<file path="src/rtl/itmr_pkg.sv">
package itmr_pkg;
   typedef enum logic [1:0] {
      SEL_RELOAD = 2'd0,
      SEL_STATUS = 2'd1,
      SEL_MASK   = 2'd2,
      SEL_PERIOD = 2'd3
   } reg_sel_e;
endpackage

</file>
<file path="src/rtl/itmr_bus_if.sv">
module itmr_bus_if
   import itmr_pkg::*;
#(
   parameter int ADDR_W = 4,
   parameter int DATA_W = 32
) (
   input  logic              clk,
   input  logic              rst_n,
   input  logic              bus_en,
   input  logic              bus_we,
   input  logic [ADDR_W-1:0] bus_addr,
   input  logic [DATA_W-1:0] bus_wdata,
   input  logic [DATA_W-1:0] start_a,
   input  logic [DATA_W-1:0] count_a,
   input  logic [DATA_W-1:0] period_b,
   output logic              wr_reload,
   output logic              acc_status,
   output logic              wr_period,
   output logic [DATA_W-1:0] mask_q,
   output logic [DATA_W-1:0] bus_rdata
);
   localparam int HI_W = ADDR_W - 2;

   logic     hit;
   reg_sel_e sel;

   assign sel = reg_sel_e'(bus_addr[1:0]);

   generate
      if (HI_W > 0) begin : g_hi
         assign hit = bus_en && (bus_addr[ADDR_W-1:2] == '0);
      end else begin : g_nohi
         assign hit = bus_en;
      end
   endgenerate

   assign wr_reload  = hit && bus_we && (sel == SEL_RELOAD);
   assign acc_status = hit && (sel == SEL_STATUS);
   assign wr_period  = hit && bus_we && (sel == SEL_PERIOD);

   always_ff @(posedge clk or negedge rst_n) begin
      if (!rst_n)
         mask_q <= '0;
      else if (hit && bus_we && (sel == SEL_MASK))
         mask_q <= bus_wdata;
   end

   always_comb begin
      bus_rdata = '0;
      if (hit && !bus_we) begin
         unique case (sel)
            SEL_RELOAD: bus_rdata = start_a;
            SEL_STATUS: bus_rdata = count_a;
            SEL_MASK:   bus_rdata = mask_q;
            SEL_PERIOD: bus_rdata = period_b;
            default:    bus_rdata = '0;
         endcase
      end
   end
endmodule

</file>
<file path="src/rtl/itmr_gated_cnt.sv">
module itmr_gated_cnt #(
   parameter int DATA_W = 32,
   parameter int STEP   = 2
) (
   input  logic              clk,
   input  logic              rst_n,
   input  logic              tick,
   input  logic              gate,
   input  logic              wr_reload,
   input  logic              acc_status,
   input  logic [DATA_W-1:0] wdata,
   output logic [DATA_W-1:0] start_q,
   output logic [DATA_W-1:0] count_q,
   output logic              irq
);
   localparam logic signed [DATA_W-1:0] STEP_S = DATA_W'(STEP);

   logic signed [DATA_W-1:0] cnt_s;
   logic signed [DATA_W-1:0] next_s;
   logic                     run;

   assign cnt_s  = $signed(count_q);
   assign next_s = cnt_s - STEP_S;
   assign run    = tick && gate && (start_q != '0) && (cnt_s > 0);

   always_ff @(posedge clk or negedge rst_n) begin
      if (!rst_n) begin
         start_q <= '0;
         count_q <= '0;
         irq     <= 1'b0;
      end else if (wr_reload) begin
         start_q <= wdata;
         count_q <= wdata;
      end else if (acc_status) begin
         count_q <= start_q;
         irq     <= 1'b0;
      end else if (run) begin
         count_q <= next_s;
         if (next_s <= 0)
            irq <= 1'b1;
      end
   end
endmodule

</file>
<file path="src/rtl/itmr_period_cnt.sv">
module itmr_period_cnt #(
   parameter int DATA_W       = 32,
   parameter int STEP         = 5,
   parameter bit SET_OVER_ACK = 1'b1
) (
   input  logic              clk,
   input  logic              rst_n,
   input  logic              tick,
   input  logic              wr_period,
   input  logic [DATA_W-1:0] wdata,
   input  logic              ack,
   output logic [DATA_W-1:0] period_q,
   output logic              irq
);
   localparam logic signed [DATA_W-1:0] STEP_S = DATA_W'(STEP);

   logic [DATA_W-1:0]        count_q;
   logic signed [DATA_W-1:0] next_s;
   logic                     run;
   logic                     wrap;

   assign next_s = $signed(count_q) - STEP_S;
   assign run    = tick && !wr_period && (period_q != '0);
   assign wrap   = run && (next_s < 1);

   always_ff @(posedge clk or negedge rst_n) begin
      if (!rst_n) begin
         period_q <= '0;
         count_q  <= '0;
      end else if (wr_period) begin
         period_q <= wdata;
         count_q  <= wdata;
      end else if (wrap) begin
         count_q <= period_q;
      end else if (run) begin
         count_q <= next_s;
      end
   end

   generate
      if (SET_OVER_ACK) begin : g_set_wins
         always_ff @(posedge clk or negedge rst_n) begin
            if (!rst_n)    irq <= 1'b0;
            else if (wrap) irq <= 1'b1;
            else if (ack)  irq <= 1'b0;
         end
      end else begin : g_ack_wins
         always_ff @(posedge clk or negedge rst_n) begin
            if (!rst_n)    irq <= 1'b0;
            else if (ack)  irq <= 1'b0;
            else if (wrap) irq <= 1'b1;
         end
      end
   endgenerate
endmodule

</file>
<file path="src/rtl/dual_interval_timer.sv">
module dual_interval_timer #(
   parameter int ADDR_W       = 4,
   parameter int DATA_W       = 32,
   parameter int STEP_A       = 2,
   parameter int STEP_B       = 5,
   parameter int GATE_BIT     = 1,
   parameter bit SET_OVER_ACK = 1'b1
) (
   input  logic              clk,
   input  logic              rst_n,
   input  logic              tick,
   input  logic              bus_en,
   input  logic              bus_we,
   input  logic [ADDR_W-1:0] bus_addr,
   input  logic [DATA_W-1:0] bus_wdata,
   output logic [DATA_W-1:0] bus_rdata,
   input  logic              ack_b,
   output logic              irq_a,
   output logic              irq_b
);
   generate
      if (ADDR_W < 2) begin : g_bad_addr
         $error("ADDR_W must be at least 2");
      end
      if (DATA_W < 8) begin : g_bad_data
         $error("DATA_W must be at least 8");
      end
      if (STEP_A < 1 || STEP_B < 1) begin : g_bad_step
         $error("step sizes must be positive");
      end
      if (GATE_BIT < 0 || GATE_BIT >= DATA_W) begin : g_bad_gate
         $error("GATE_BIT outside the mask word");
      end
   endgenerate

   logic              wr_reload;
   logic              acc_status;
   logic              wr_period;
   logic [DATA_W-1:0] mask_q;
   logic [DATA_W-1:0] start_a;
   logic [DATA_W-1:0] count_a;
   logic [DATA_W-1:0] period_b;
   logic              gate_a;

   assign gate_a = mask_q[GATE_BIT];

   itmr_bus_if #(.ADDR_W(ADDR_W), .DATA_W(DATA_W)) u_bus (
      .clk        (clk),
      .rst_n      (rst_n),
      .bus_en     (bus_en),
      .bus_we     (bus_we),
      .bus_addr   (bus_addr),
      .bus_wdata  (bus_wdata),
      .start_a    (start_a),
      .count_a    (count_a),
      .period_b   (period_b),
      .wr_reload  (wr_reload),
      .acc_status (acc_status),
      .wr_period  (wr_period),
      .mask_q     (mask_q),
      .bus_rdata  (bus_rdata)
   );

   itmr_gated_cnt #(.DATA_W(DATA_W), .STEP(STEP_A)) u_cnt_a (
      .clk        (clk),
      .rst_n      (rst_n),
      .tick       (tick),
      .gate       (gate_a),
      .wr_reload  (wr_reload),
      .acc_status (acc_status),
      .wdata      (bus_wdata),
      .start_q    (start_a),
      .count_q    (count_a),
      .irq        (irq_a)
   );

   itmr_period_cnt #(.DATA_W(DATA_W), .STEP(STEP_B), .SET_OVER_ACK(SET_OVER_ACK)) u_cnt_b (
      .clk       (clk),
      .rst_n     (rst_n),
      .tick      (tick),
      .wr_period (wr_period),
      .wdata     (bus_wdata),
      .ack       (ack_b),
      .period_q  (period_b),
      .irq       (irq_b)
   );
endmodule

</file>
<file path="config.mk">
export PLATFORM = sky130hd
export DESIGN_NAME = dual_interval_timer
export DESIGN_NICKNAME = d
export VERILOG_FILES = /design/src/rtl/itmr_pkg.sv /design/src/rtl/itmr_bus_if.sv /design/src/rtl/itmr_gated_cnt.sv /design/src/rtl/itmr_period_cnt.sv /design/src/rtl/dual_interval_timer.sv
export SDC_FILE = /design/constraint.sdc
export NUM_CORES = 1
export LEC_CHECK = 0
export BUFFER_PORTS_ARGS = -buffer_cell sky130_fd_sc_hd__buf_4
export CORE_MARGIN = 5
export CORE_UTILIZATION = 55
export DETAILED_ROUTE_END_ITERATION = 8
export PLACE_DENSITY = 0.74
export SLEW_MARGIN = 10
export SYNTH_ARGS = -nofsm -noshare
export SYNTH_HDL_FRONTEND = slang
export SYNTH_SLANG_ARGS = --single-unit
export TNS_END_PERCENT = 20
</file>
<file path="constraint.sdc">
create_clock -name clk -period 4.8 [get_ports clk]
set_input_delay 0.24 -clock clk [delete_from_list [all_inputs] [get_ports clk]]
set_output_delay 0.24 -clock clk [all_outputs]
set_load 0.005 [all_outputs]
</file>
==> reports/qor.txt, run 1 <==
Slowest cell delay on critical path -> 0.49 ns
DR iter-0 viols -> 984
CTS tree -> done
Max Clock Skew -> 0.00984 ns
Worst-path fanout max -> 24
Initial Util -> 56.3%
DR WL/cell -> 22.6 µm
Synth cell types -> 63
CP max-delay cell -> nand4_1
Slew @ Worst Pin -> 1.16 ns
Total GRT Usage -> 30.6%
Final ANT Viol Nets -> 0
IO Port Bufs -> 75
Fin Setup TNS -> 0 ns
DR DRC count -> 0
Post-DP HPWL -> 21200 µm
Non-Filler Instances -> 1341
Startpoint Class -> flip-flop
Initial antenna violation count -> 1
DRT Pass-1 Iters -> 5
Core box area -> 17400 µm²
Largest net degree at the start of global routing -> 94
Via count -> 8720
Final #Nets -> 1149
Area delta synth->final -> 13.4%
Crit Path Class -> reg -> reg
Die width -> 143 µm
Clk buf depth -> 2
Max-cap violations -> 0
# resized after CTS -> 0
Top achievable clock speed -> 262 MHz
Critical Path, Cell by Cell -> inv_1, ha_1, nand2b_1, nand4_1, o31ai_1, nand4_1, a2111o_1, o31ai_4, buf_4, mux2_2, o211ai_1
Final setup vio count -> 0
Fin crit period -> 3.81 ns
Boundary pin count -> 76
Clk root buf -> clkbuf_16
Maximum VDD drop -> 0.332 mV
Share of post-route cells with drive strength above 1 -> 18.5%
Number of vias per cell -> 6.50
Crit path DAT -> 4.14 ns
Num CTS Buffers -> 17
Final Hold Vio Count -> 0
Die Y-Extent -> 143 µm
Skew-Pair Late Insertion Delay -> 0.42 ns
Gpl congestion -> 0.956
Seq/Total Area, Yosys -> 41.5%
DIE AREA -> 20500 µm²
Commonest non-fill, non-tap cell in the layout -> nand2_1
CP top delay family -> compound AO/OA/AOI/OAI gates
N_diodes -> 0
Worst Setup End Kind -> flip-flop
# rows -> 48
Number of synthesized flops with an enable pin -> 0
H-tree depth -> 4
Status -> finished, final reports clean
Post-Synthesis Net Count -> 1112
Clk slew on worst S/H paths -> 0.07 ns
Post-synth top flop -> dfrtp_1
Ys async rst share -> 100%
CP Data Required Time -> 5.13 ns
Cells after DPL -> 1308
Clk sink count -> 162
Slew HR -> 22.2%
Final period util -> 79.4%
Most used cell, CP -> nand4_1
Register bit total from synthesis -> 162
WP buf/inv -> 2
Power per cell area -> 471 nW/µm²
RSZ-0062 raised after global routing -> no
Yosys warning count -> 0
Synthesized area -> 9760 µm²
Commonest non-fill, non-tap cells in the layout -> nand2_1 (236), dfrtp_1 (162), buf_4 (92)
P_leak -> 4.67 nW
Gate Count Post-Synth -> 1067
Syn Area/Cell -> 9.15 µm²
Vias in the first global route -> 8284
Max-slew violation count -> 0
Post-Route WL -> 30300 µm
First-pass GRT wire length -> 48300 µm
Min-Delay Path Class -> in -> reg
Total global routing overflow -> 0
[through the flow]
stage | setup slack, ns | instance area (µm²) | hold WS, ns | utilization (%) | power (W)
2_1_floorplan | 1.58 | 9760 | -0.0556 | - | 0.00323
3_3_place_gp | 1.14 | 10400 | 0.389 | 60.1 | 0.00369
3_5_place_dp | 1.02 | 10400 | 0.398 | 60.1 | 0.00374
4_1_cts | 1.03 | 11100 | 0.0442 | 63.8 | 0.00520
5_1_grt | 0.712 | 11100 | 0.0445 | 63.8 | 0.00551
6_report | 0.990 | 11100 | 0.0614 | 63.8 | 0.00522
[Yosys cell counts (9+ instances only)]
cell	count	area, µm²
a211oi_1	9	67.6
a21oi_1	27	135
a221oi_1	13	114
a31oi_1	19	119
clkbuf_1	66	248
dfrtp_1	162	4050
inv_1	15	56.3
mux2_2	38	428
mux2i_1	13	130
mux4_2	32	721
nand2_1	236	886
nand3_1	16	80.1
nand4_1	16	100
nor2_1	64	240
nor2b_1	33	206
nor3_1	26	130
nor4_1	33	206
o211ai_1	27	203
o21ai_0	53	265
o31ai_1	10	75.1
or3_1	12	75.1
or4_1	9	67.6
xnor2_1	24	210
xor2_1	23	201
[logic make-up (layout without fill, tap and decap cells)]
family / Yosys count / count (layout) / synth area share (%)
AOI/OAI and AO/OA: 199 / 199 / 13.6
and+or+nand+nor: 481 / 481 / 23.3
adders and majority gates: 3 / 3 / 0.384
muxes: 83 / 83 / 13.1
DFF: 162 / 162 / 41.5
buffers and inverters: 92 / 141 / 3.88
xor gates and xnor gates: 47 / 47 / 4.22
[layer usage]
metal | share of wire (%) | vias up | track usage (%)
met5 | 0 | - | 0
met1 | 43 | 4322 | 44.6
li1 | - | 3934 | -
met2 | 46 | 428 | 45.6
met4 | 1.9 | 0 | 8.77
met3 | 9.3 | 36 | 7.77
[worst min-delay path, delay by kind of cell]
kind / cells / cell delay [ns]
buffers and inverters: 1 / 0.11
and+or+nand+nor: 2 / 0.10
[state kept, by name, indices dropped and copies added (netlist names)]
name / flops
u_cnt_b.count_q: 32
u_cnt_b.irq: 1
u_bus.mask_q: 32
u_cnt_a.count_q: 32
u_cnt_a.start_q: 32
u_cnt_a.irq: 1
u_cnt_b.period_q: 32
[worst paths after layout]
check / from / end / slack, ns / depth (start not counted)
setup / recovery: u_cnt_b.count_q[0] / u_cnt_b.count_q[21] / 0.99 / 11
hold / removal: bus_wdata[4] / u_cnt_a.start_q[4] / 0.06 / 3
setup reg to reg: u_cnt_b.count_q[0] / u_cnt_b.count_q[21] / 0.99 / 11
hold reg to reg: u_bus.mask_q[17] / u_bus.mask_q[17] / 0.50 / 1
max in group asynchronous: rst_n / u_bus.mask_q[31] / 3.24 / 3
min in group asynchronous: rst_n / u_cnt_b.period_q[19] / 0.41 / 2
[power breakdown]
part / leakage, nW / internal, W / switching (W) / total (W)
clock network: 0.300 / 0.000896 / 0.000551 / 0.00145
logic: 2.35 / 0.000742 / 0.000757 / 0.00150
registers: 2.02 / 0.00171 / 0.000558 / 0.00227
[layout make-up]
cell class	count	area [µm²]
inverters	15	56.3
clock inverters	9	155
repair buffers	95	722
flip-flops and latches	162	4050
fillers	1424	6280
clock buffers	22	464
well taps	225	282
multi-input cells	813	5340
[repair_timing]
| item | in CTS | in global routing |
|---|---|---|
| hold buffers | 2 | 0 |
| setup buffers | 0 | 0 |
| endpoints found under the hold margin | 92 | 0 |
No activity file was read; power rests on OpenSTA's default activity.
==> run 2, diff against run 1 <==
--- a/config.mk
+++ b/config.mk
@@ -9,7 +9,7 @@
 export CORE_MARGIN = 5
 export CORE_UTILIZATION = 55
 export DETAILED_ROUTE_END_ITERATION = 8
-export PLACE_DENSITY = 0.74
+export PLACE_DENSITY = 0.77
 export SLEW_MARGIN = 10
 export SYNTH_ARGS = -nofsm -noshare
 export SYNTH_HDL_FRONTEND = slang
==> constraint.sdc (replaced) <==
create_clock -name clk -period 3.1 [get_ports clk]
set_input_delay 0.155 -clock clk [delete_from_list [all_inputs] [get_ports clk]]
set_output_delay 0.155 -clock clk [all_outputs]
set_load 0.005 [all_outputs]
==> run 2 against run 1 <==
Against the previous run:
- the flow now finishes with violations (negative setup slack)
- setup slack worse by 1.0 ns
- sequential cell count unchanged
- design area up 8.4%
- sequential power up 46%
- register-to-register slack worse by 1.0 ns
- routed wire length up 6.0%
- core utilization up 5.3 points
- first-iteration DRC count up 6.1%
- highest routed layer unchanged
- power up 62%
==> reports/qor.txt, run 2 (synthesis gave the netlist of run 1 again) <==
Post-DP HPWL -> 22700 µm (+7.0%)
Initial antenna violation count -> 0 (-1)
# rows -> 48 (unchanged)
DR iter-0 viols -> 1044 (+6.1%)
Start of the worst register-to-register path -> u_cnt_b.count_q[19]
Num CTS Buffers -> 17 (unchanged)
Maximum VDD drop -> 0.477 mV (+44%)
Commonest non-fill, non-tap cell in the layout -> nand2_1
Commonest non-fill, non-tap cells in the layout -> nand2_1 (236), dfrtp_1 (162), buf_4 (160)
Dpl cell area -> 11000 µm² (+5.1%)
Final ANT Viol Nets -> 0 (unchanged)
Final period util -> 102% (+22 points)
Share of post-route cells with drive strength above 1 -> 24.0% (+5.5 points)
Clk slew on worst S/H paths -> 0.06 ns (about the same)
Max Clock Skew -> 0.0116 ns (+0.00180 ns)
Post-Route WL -> 32100 µm (+6.0%)
DR WL/cell -> 22.3 µm (-1.6%)
Total GRT Usage -> 31.8% (+1.2 points)
Seq pwr share -> 39.2% (-4.3 points)
Initial Util -> 56.3% (unchanged)
Total global routing overflow -> 0 (unchanged)
Switch share -> 36.6% (+0.85 points)
Worst hold path startpoint -> bus_wdata[30]
Number of cells on the worst reg-to-reg path -> 10 (-1)
RSZ-0062 raised after global routing -> yes
Max-cap violations -> 0 (unchanged)
Worst Setup End Kind -> flip-flop
Reg2reg setup slack -> -0.05 ns (-1.04 ns)
H-tree depth -> 4 (unchanged)
DR DRC count -> 0 (unchanged)
CTS tree -> done
Max-slew violation count -> 0 (unchanged)
Number of vias per cell -> 6.47 (-0.55%)
Top achievable clock speed -> 317 MHz (+21%)
IO Port Bufs -> 75 (unchanged)
Final #Nets -> 1252 (+9.0%)
Hold path depth -> 3 (unchanged)
N_diodes -> 0 (unchanged)
Fill cells -> 1325 (-7.0%)
Clk root buf -> clkbuf_16
Die Y-Extent -> 143 µm (unchanged)
Min Hold Slack -> 0.0139 ns (-0.0475 ns)
Power per cell area -> 705 nW/µm² (+50%)
Crit Path Class -> reg -> reg
Vias in the first global route -> 9085 (+9.7%)
Gpl congestion -> 0.983 (+2.8%)
DRT Pass-1 Iters -> 5 (unchanged)
Area delta synth->final -> 22.9%
Slew HR -> 52.3% (+30 points)
Fin util -> 69.2% (+5.3 points)
Post-route cell area -> 12000 µm² (+8.4%)
Final setup margin -> -0.0538 ns (-1.04 ns)
Skew-Pair Late Insertion Delay -> 0.44 ns (+0.02 ns)
Largest net degree at the start of global routing -> 72 (-23%)
CP Data Required Time -> 3.39 ns (-1.74 ns)
Clk buf depth -> 2 (unchanged)
Startpoint Class -> flip-flop
Slew @ Worst Pin -> 0.716 ns (-0.446 ns)
Die width -> 143 µm (unchanged)
Core box area -> 17400 µm² (unchanged)
Min-Delay Path Class -> in -> reg
P_leak -> 5.17 nW (+11%)
First-pass GRT wire length -> 50300 µm (+4.2%)
Crit path DAT -> 3.44 ns (-0.70 ns)
Clk sink count -> 162 (unchanged)
Clock power share -> 25.3% (-2.5 points)
Hold endpoint -> u_cnt_a.start_q[30]
DIE AREA -> 20500 µm² (unchanged)
Combinational group share of total power -> 35.6% (+6.9 points)
Failing checks -> negative setup slack
Int Power -> 0.00536 W (+60%)
Status -> finished with violations
Boundary pin count -> 76 (unchanged)
Fin crit period -> 3.15 ns (-0.656 ns)
Worst-path fanout max -> 11 (-54%)
Via count -> 9338 (+7.1%)
Final Hold Vio Count -> 0 (unchanged)
Crit Reg-Reg Endpoint -> u_cnt_b.count_q[3]
Switch Pwr -> 0.00310 W (+66%)
Final setup vio count -> 13 (+13)
## run 2: cell count changes in the layout (fill, tap and decap cells not counted), moves of 3 or more
cell / previous run / this run
dlygate4sd3_1: 2 / 31
o21ai_1: 4 / 12
buf_4: 92 / 160
clkbuf_1: 3 / 0
o21ai_0: 53 / 45
buf_6: 1 / 4
nor4_1: 33 / 30
buf_12: 0 / 3
clkinvlp_4: 1 / 4
inv_6: 0 / 3
nor4_2: 0 / 3
## run 2: critical path, stage by stage, from the launching register on
cell and delay, ns:
dfrtp_1 0.39, or4_4 0.58, or4_4 0.48, nor3_2 0.16, o21ai_1 0.08, a2111o_1 0.42, o31ai_4 0.25, buf_12 0.19
buf_12 0.12, mux2i_1 0.21, o211ai_1 0.11
## run 2: worst max-delay path by stage
stage                        start                   to  slack, ns  depth (start not counted)
2_1_floorplan  u_cnt_b.count_q[19]   u_cnt_b.count_q[7]      -0.06                         10
3_3_place_gp   u_cnt_b.count_q[19]   u_cnt_b.count_q[2]       0.05                          9
3_5_place_dp    u_cnt_b.count_q[5]  u_cnt_b.count_q[17]      -0.06                         10
4_1_cts        u_cnt_b.count_q[19]   u_cnt_b.count_q[2]     -0.006                          9
5_1_grt        u_cnt_b.count_q[19]   u_cnt_b.count_q[7]      -0.17                          9
6_report       u_cnt_b.count_q[19]   u_cnt_b.count_q[3]      -0.05                         10
## run 2: timing repair
action	CTS	global route
endpoints found under the setup margin	10	32
endpoints found under the hold margin	119	0
setup buffers	2	4
resized for setup	4	17
pin swaps	1	3
hold buffers	31	0
## run 2: layout make-up
class | instances | area [µm²] | area share [%]
well taps | 225 | 282 | 2.35
flip-flops and latches | 162 | 4050 | 33.8
inverters | 15 | 56.3 | 0.469
clock inverters | 11 | 126 | 1.05
multi-input cells | 813 | 5400 | 45.0
repair buffers | 198 | 1620 | 13.5
clock buffers | 20 | 467 | 3.89
## run 2: power groups by stage
stage	Combinational, W	Sequential, W	Clock [W]
after floorplan	0.00190	0.00310	0
after global placement	0.00279	0.00327	0
after detailed placement	0.00286	0.00329	0
after CTS	0.00293	0.00327	0.00214
after global routing	0.00327	0.00337	0.00224
final	0.00301	0.00332	0.00214
## run 2: per-stage QoR
step           std cells  setup WS (ns)  total power, W  setup TNS (ns)
2_1_floorplan       1067        -0.0633         0.00501          -0.669
3_3_place_gp        1376         0.0497         0.00606               0
4_1_cts             1440       -0.00643         0.00834         -0.0110
3_5_place_dp        1376        -0.0579         0.00615          -0.236
6_report            1444        -0.0538         0.00847          -0.368
5_1_grt             1444         -0.165         0.00888           -2.44
## run 2: layer usage
metal | wire [µm] | vias to the layer above | GRT usage (%)
li1 | - | 4147 | -
met1 | 12800 | 4585 | 42.0
met2 | 15000 | 509 | 49.9
met3 | 3300 | 97 | 10.4
met4 | 1050 | 0 | 10.6
met5 | 0 | - | 0
==> run 3, diff against run 2 <==
--- a/config.mk
+++ b/config.mk
@@ -13,5 +13,6 @@
 export SLEW_MARGIN = 10
 export SYNTH_ARGS = -nofsm -noshare
 export SYNTH_HDL_FRONTEND = slang
+export SYNTH_HIERARCHICAL = 1
 export SYNTH_SLANG_ARGS = --single-unit
 export TNS_END_PERCENT = 20
==> run 3 against run 2 <==
Against the previous run:
- the run now ends clean
- count of clock-buffer cells in the layout unchanged
- routed wire length increased by 4.7%
- maximum frequency increased by 2.1%
- synthesized cell count decreased by 4.2%
- global-route usage decreased by 1.1 points
- largest cell class unchanged
- highest routed layer unchanged
==> reports/qor.txt, run 3 <==
IO Port Bufs -> 75 (unchanged)
DR iter-0 viols -> 1248 (+20%)
DR WL/cell -> 24.4 µm (+9.8%)
Total GRT Usage -> 30.7% (-1.1 points)
Clk sink count -> 162 (unchanged)
Initial antenna violation count -> 0 (unchanged)
Final #Nets -> 1176 (-6.1%)
Switch share -> 37.2% (+0.56 points)
Final period util -> 99.6% (-2.1 points)
Switch Pwr -> 0.00326 W (+5.1%)
Leading area contributor after synthesis -> dfrtp_1
Clock power share -> 24.8% (-0.5 points)
Gpl congestion -> 0.988 (+0.51%)
Die width -> 147 µm (+2.7%)
DIE AREA -> 21600 µm² (+5.5%)
Min-Delay Path Class -> in -> reg
First-pass GRT wire length -> 51800 µm (+3.0%)
P_leak -> 5.35 nW (+3.5%)
Min Hold Slack -> 0.0232 ns (+0.00926 ns)
Critical Path, Cell by Cell -> nor4_2, nand4_1, buf_4, nor4_1, xnor2_1, nand3_2, o31a_4, buf_8, a221o_1
Synthesized area -> 10300 µm² (+5.9%)
H-tree depth -> 4 (unchanged)
Fill cells -> 1396 (+5.4%)
Area contributors post-synth -> dfrtp_1 (39%), mux4_2 (7.0%), mux2_4 (4.5%)
Multi-input logic area -> 5880 µm² (+8.8%)
Final setup vio count -> 0 (-13)
Commonest non-fill, non-tap cells in the layout -> dfrtp_1 (162), buf_4 (143), nand2_1 (74)
Int Power -> 0.00550 W (+2.6%)
Ys async rst share -> 100% (unchanged)
Dpl cell area -> 11400 µm² (+3.5%)
CP Data Required Time -> 3.41 ns (+0.02 ns)
Maximum VDD drop -> 0.456 mV (-4.6%)
Largest net degree at the start of global routing -> 63 (-13%)
Slowest cell delay on critical path -> 0.48 ns (-0.10 ns)
Share of post-route cells with drive strength above 1 -> 29.7% (+5.8 points)
Clk root buf -> clkbuf_16
Total global routing overflow -> 0 (unchanged)
Clk buf depth -> 2 (unchanged)
Most common cell in the netlist -> dfrtp_1
Crit Path Class -> reg -> reg
N_diodes -> 0 (unchanged)
Fin crit period -> 3.09 ns (-0.0652 ns)
Gate Count Post-Synth -> 1022 (-4.2%)
Skew-Pair Late Insertion Delay -> 0.43 ns (about the same)
Reg2reg setup slack -> 0.01 ns (+0.07 ns)
Core box area -> 18600 µm² (+7.1%)
Final Hold Vio Count -> 0 (unchanged)
Power per cell area -> 712 nW/µm² (+0.99%)
Vias in the first global route -> 8937 (-1.6%)
Max Clock Skew -> 0.00732 ns (-0.00432 ns)
Fin util -> 66.2% (-2.9 points)
Final setup margin -> 0.0115 ns (+0.0652 ns)
# rows -> 50 (+4.2%)
Syn Area/Cell -> 10.1 µm² (+11%)
Yosys warning count -> 6 (+6)
Combinational group share of total power -> 35.1% (-0.5 points)
Max-slew violation count -> 0 (unchanged)
Top achievable clock speed -> 324 MHz (+2.1%)
DRT Pass-1 Iters -> 7 (+2)
Synth top cells by count -> dfrtp_1 (162), nand2_1 (74), o21ai_0 (68)
Via count -> 9347 (+0.096%)
Fin Setup TNS -> 0 ns (+0.368 ns)
Synth top area share -> 39.2% (-2.3 points)
Max-cap violations -> 0 (unchanged)
CTS tree -> done
Area delta synth->final -> 19.0%
Status -> finished, final reports clean
Slew HR -> 17.4% (-35 points)
Die Y-Extent -> 147 µm (+2.7%)
Post-DP HPWL -> 23600 µm (+4.3%)
Reg area -> 4050 µm² (unchanged)
CP max-delay cell -> dfrtp_1
Num CTS Buffers -> 17 (unchanged)
Register bit total from synthesis -> 162 (unchanged)
Initial Util -> 55.7% (-0.59 points)
Post-route cell area -> 12300 µm² (+2.5%)
Synth cell types -> 83 (+32%)
Final ANT Viol Nets -> 0 (unchanged)
Number of synthesized flops with an enable pin -> 0 (unchanged)
Crit path DAT -> 3.40 ns (-0.04 ns)
Post-Route WL -> 33700 µm (+4.7%)
Clk slew on worst S/H paths -> 0.06 ns (about the same)
CP top delay family -> simple AND/OR/NAND/NOR gates
Post-Synthesis Net Count -> 1067 (-4.0%)
Worst Setup End Kind -> flip-flop
Post-synth top flop -> dfrtp_1
Seq pwr share -> 40.1% (+0.9 points)
Boundary pin count -> 76 (unchanged)
DR DRC count -> 0 (unchanged)
Startpoint Class -> flip-flop
Number of vias per cell -> 6.78 (+4.9%)
Slew @ Worst Pin -> 1.24 ns (+0.523 ns)
Seq/Total Area, Yosys -> 39.2% (-2.3 points)
Worst-path fanout max -> 11 (unchanged)
Setup WS pre-CTS -> -0.0257 ns (+0.0323 ns)
Commonest non-fill, non-tap cell in the layout -> dfrtp_1
WP buf/inv -> 2 (unchanged)
run 3: cell types whose count changed after synthesis, moves of 15 or more:
cell	delta
a21oi_1	+19
a22oi_1	+20
clkbuf_1	-23
inv_1	+29
mux2_4	+31
nand2_1	-162
o21ai_0	+15
run 3: kinds of logic (layout without fill, tap and decap cells):
| logic type | count (synthesis) | after routing | synth area share, % |
|---|---|---|---|
| and+or+nand+nor | 338 | 338 | 18.5 |
| buffers and inverters | 117 | 239 | 5.70 |
| AOI/OAI and AO/OA | 234 | 234 | 14.6 |
| adders and majority gates | 3 | 3 | 0.363 |
| muxes | 127 | 127 | 18.1 |
| DFF | 162 | 162 | 39.2 |
| xor gates and xnor gates | 41 | 41 | 3.47 |
run 3: cell type report:
class / instances / share of cell area (%)
multi-input cells: 743 / 47.8
flip-flops and latches: 162 / 32.9
repair buffers: 162 / 10.6
clock buffers: 20 / 3.63
well taps: 234 / 2.38
inverters: 45 / 1.37
clock inverters: 12 / 1.27
run 3: what timing repair did:
action	CTS	global route
hold endpoints to repair	66	4
resized for setup	5	31
hold buffers	6	4
setup buffers	3	4
endpoints found under the setup margin	24	31
pin swaps	3	3
run 3: worst paths after layout:
check                                    from                    to  cells after the start
max reg2reg                u_cnt_b/count_q[8]    u_cnt_b/count_q[4]                      9
max                        u_cnt_b/count_q[8]    u_cnt_b/count_q[4]                      9
min reg2reg                  u_bus/mask_q[31]      u_bus/mask_q[31]                      1
min in group asynchronous               rst_n   u_cnt_a/count_q[23]                      2
max in group asynchronous               rst_n  u_cnt_b/period_q[19]                      3
min                             bus_wdata[11]      u_bus/mask_q[11]                      2
run 3: per-stage QoR:
stage | power [W] | instances
global placement | 0.00622 | 1329
detailed placement | 0.00631 | 1329
finish | 0.00876 | 1378
floorplan | 0.00521 | 1022
CTS | 0.00853 | 1370
global route | 0.00917 | 1378
run 3: power groups by stage:
stage | registers, W | logic (W) | clock network (W)
6_report | 0.00351 | 0.00308 | 0.00217
5_1_grt | 0.00357 | 0.00330 | 0.00230
4_1_cts | 0.00346 | 0.00289 | 0.00219
3_5_place_dp | 0.00348 | 0.00283 | 0
3_3_place_gp | 0.00345 | 0.00276 | 0
2_1_floorplan | 0.00313 | 0.00208 | 0
run 3: routing by layer:
metal / vias up / wire [µm] / track usage (%)
met1: 4594 / 13600 / 42.8
met5: - / 0 / 0
met2: 632 / 15700 / 47.8
met3: 101 / 3310 / 6.54
li1: 4020 / - / -
met4: 0 / 1050 / 10.5
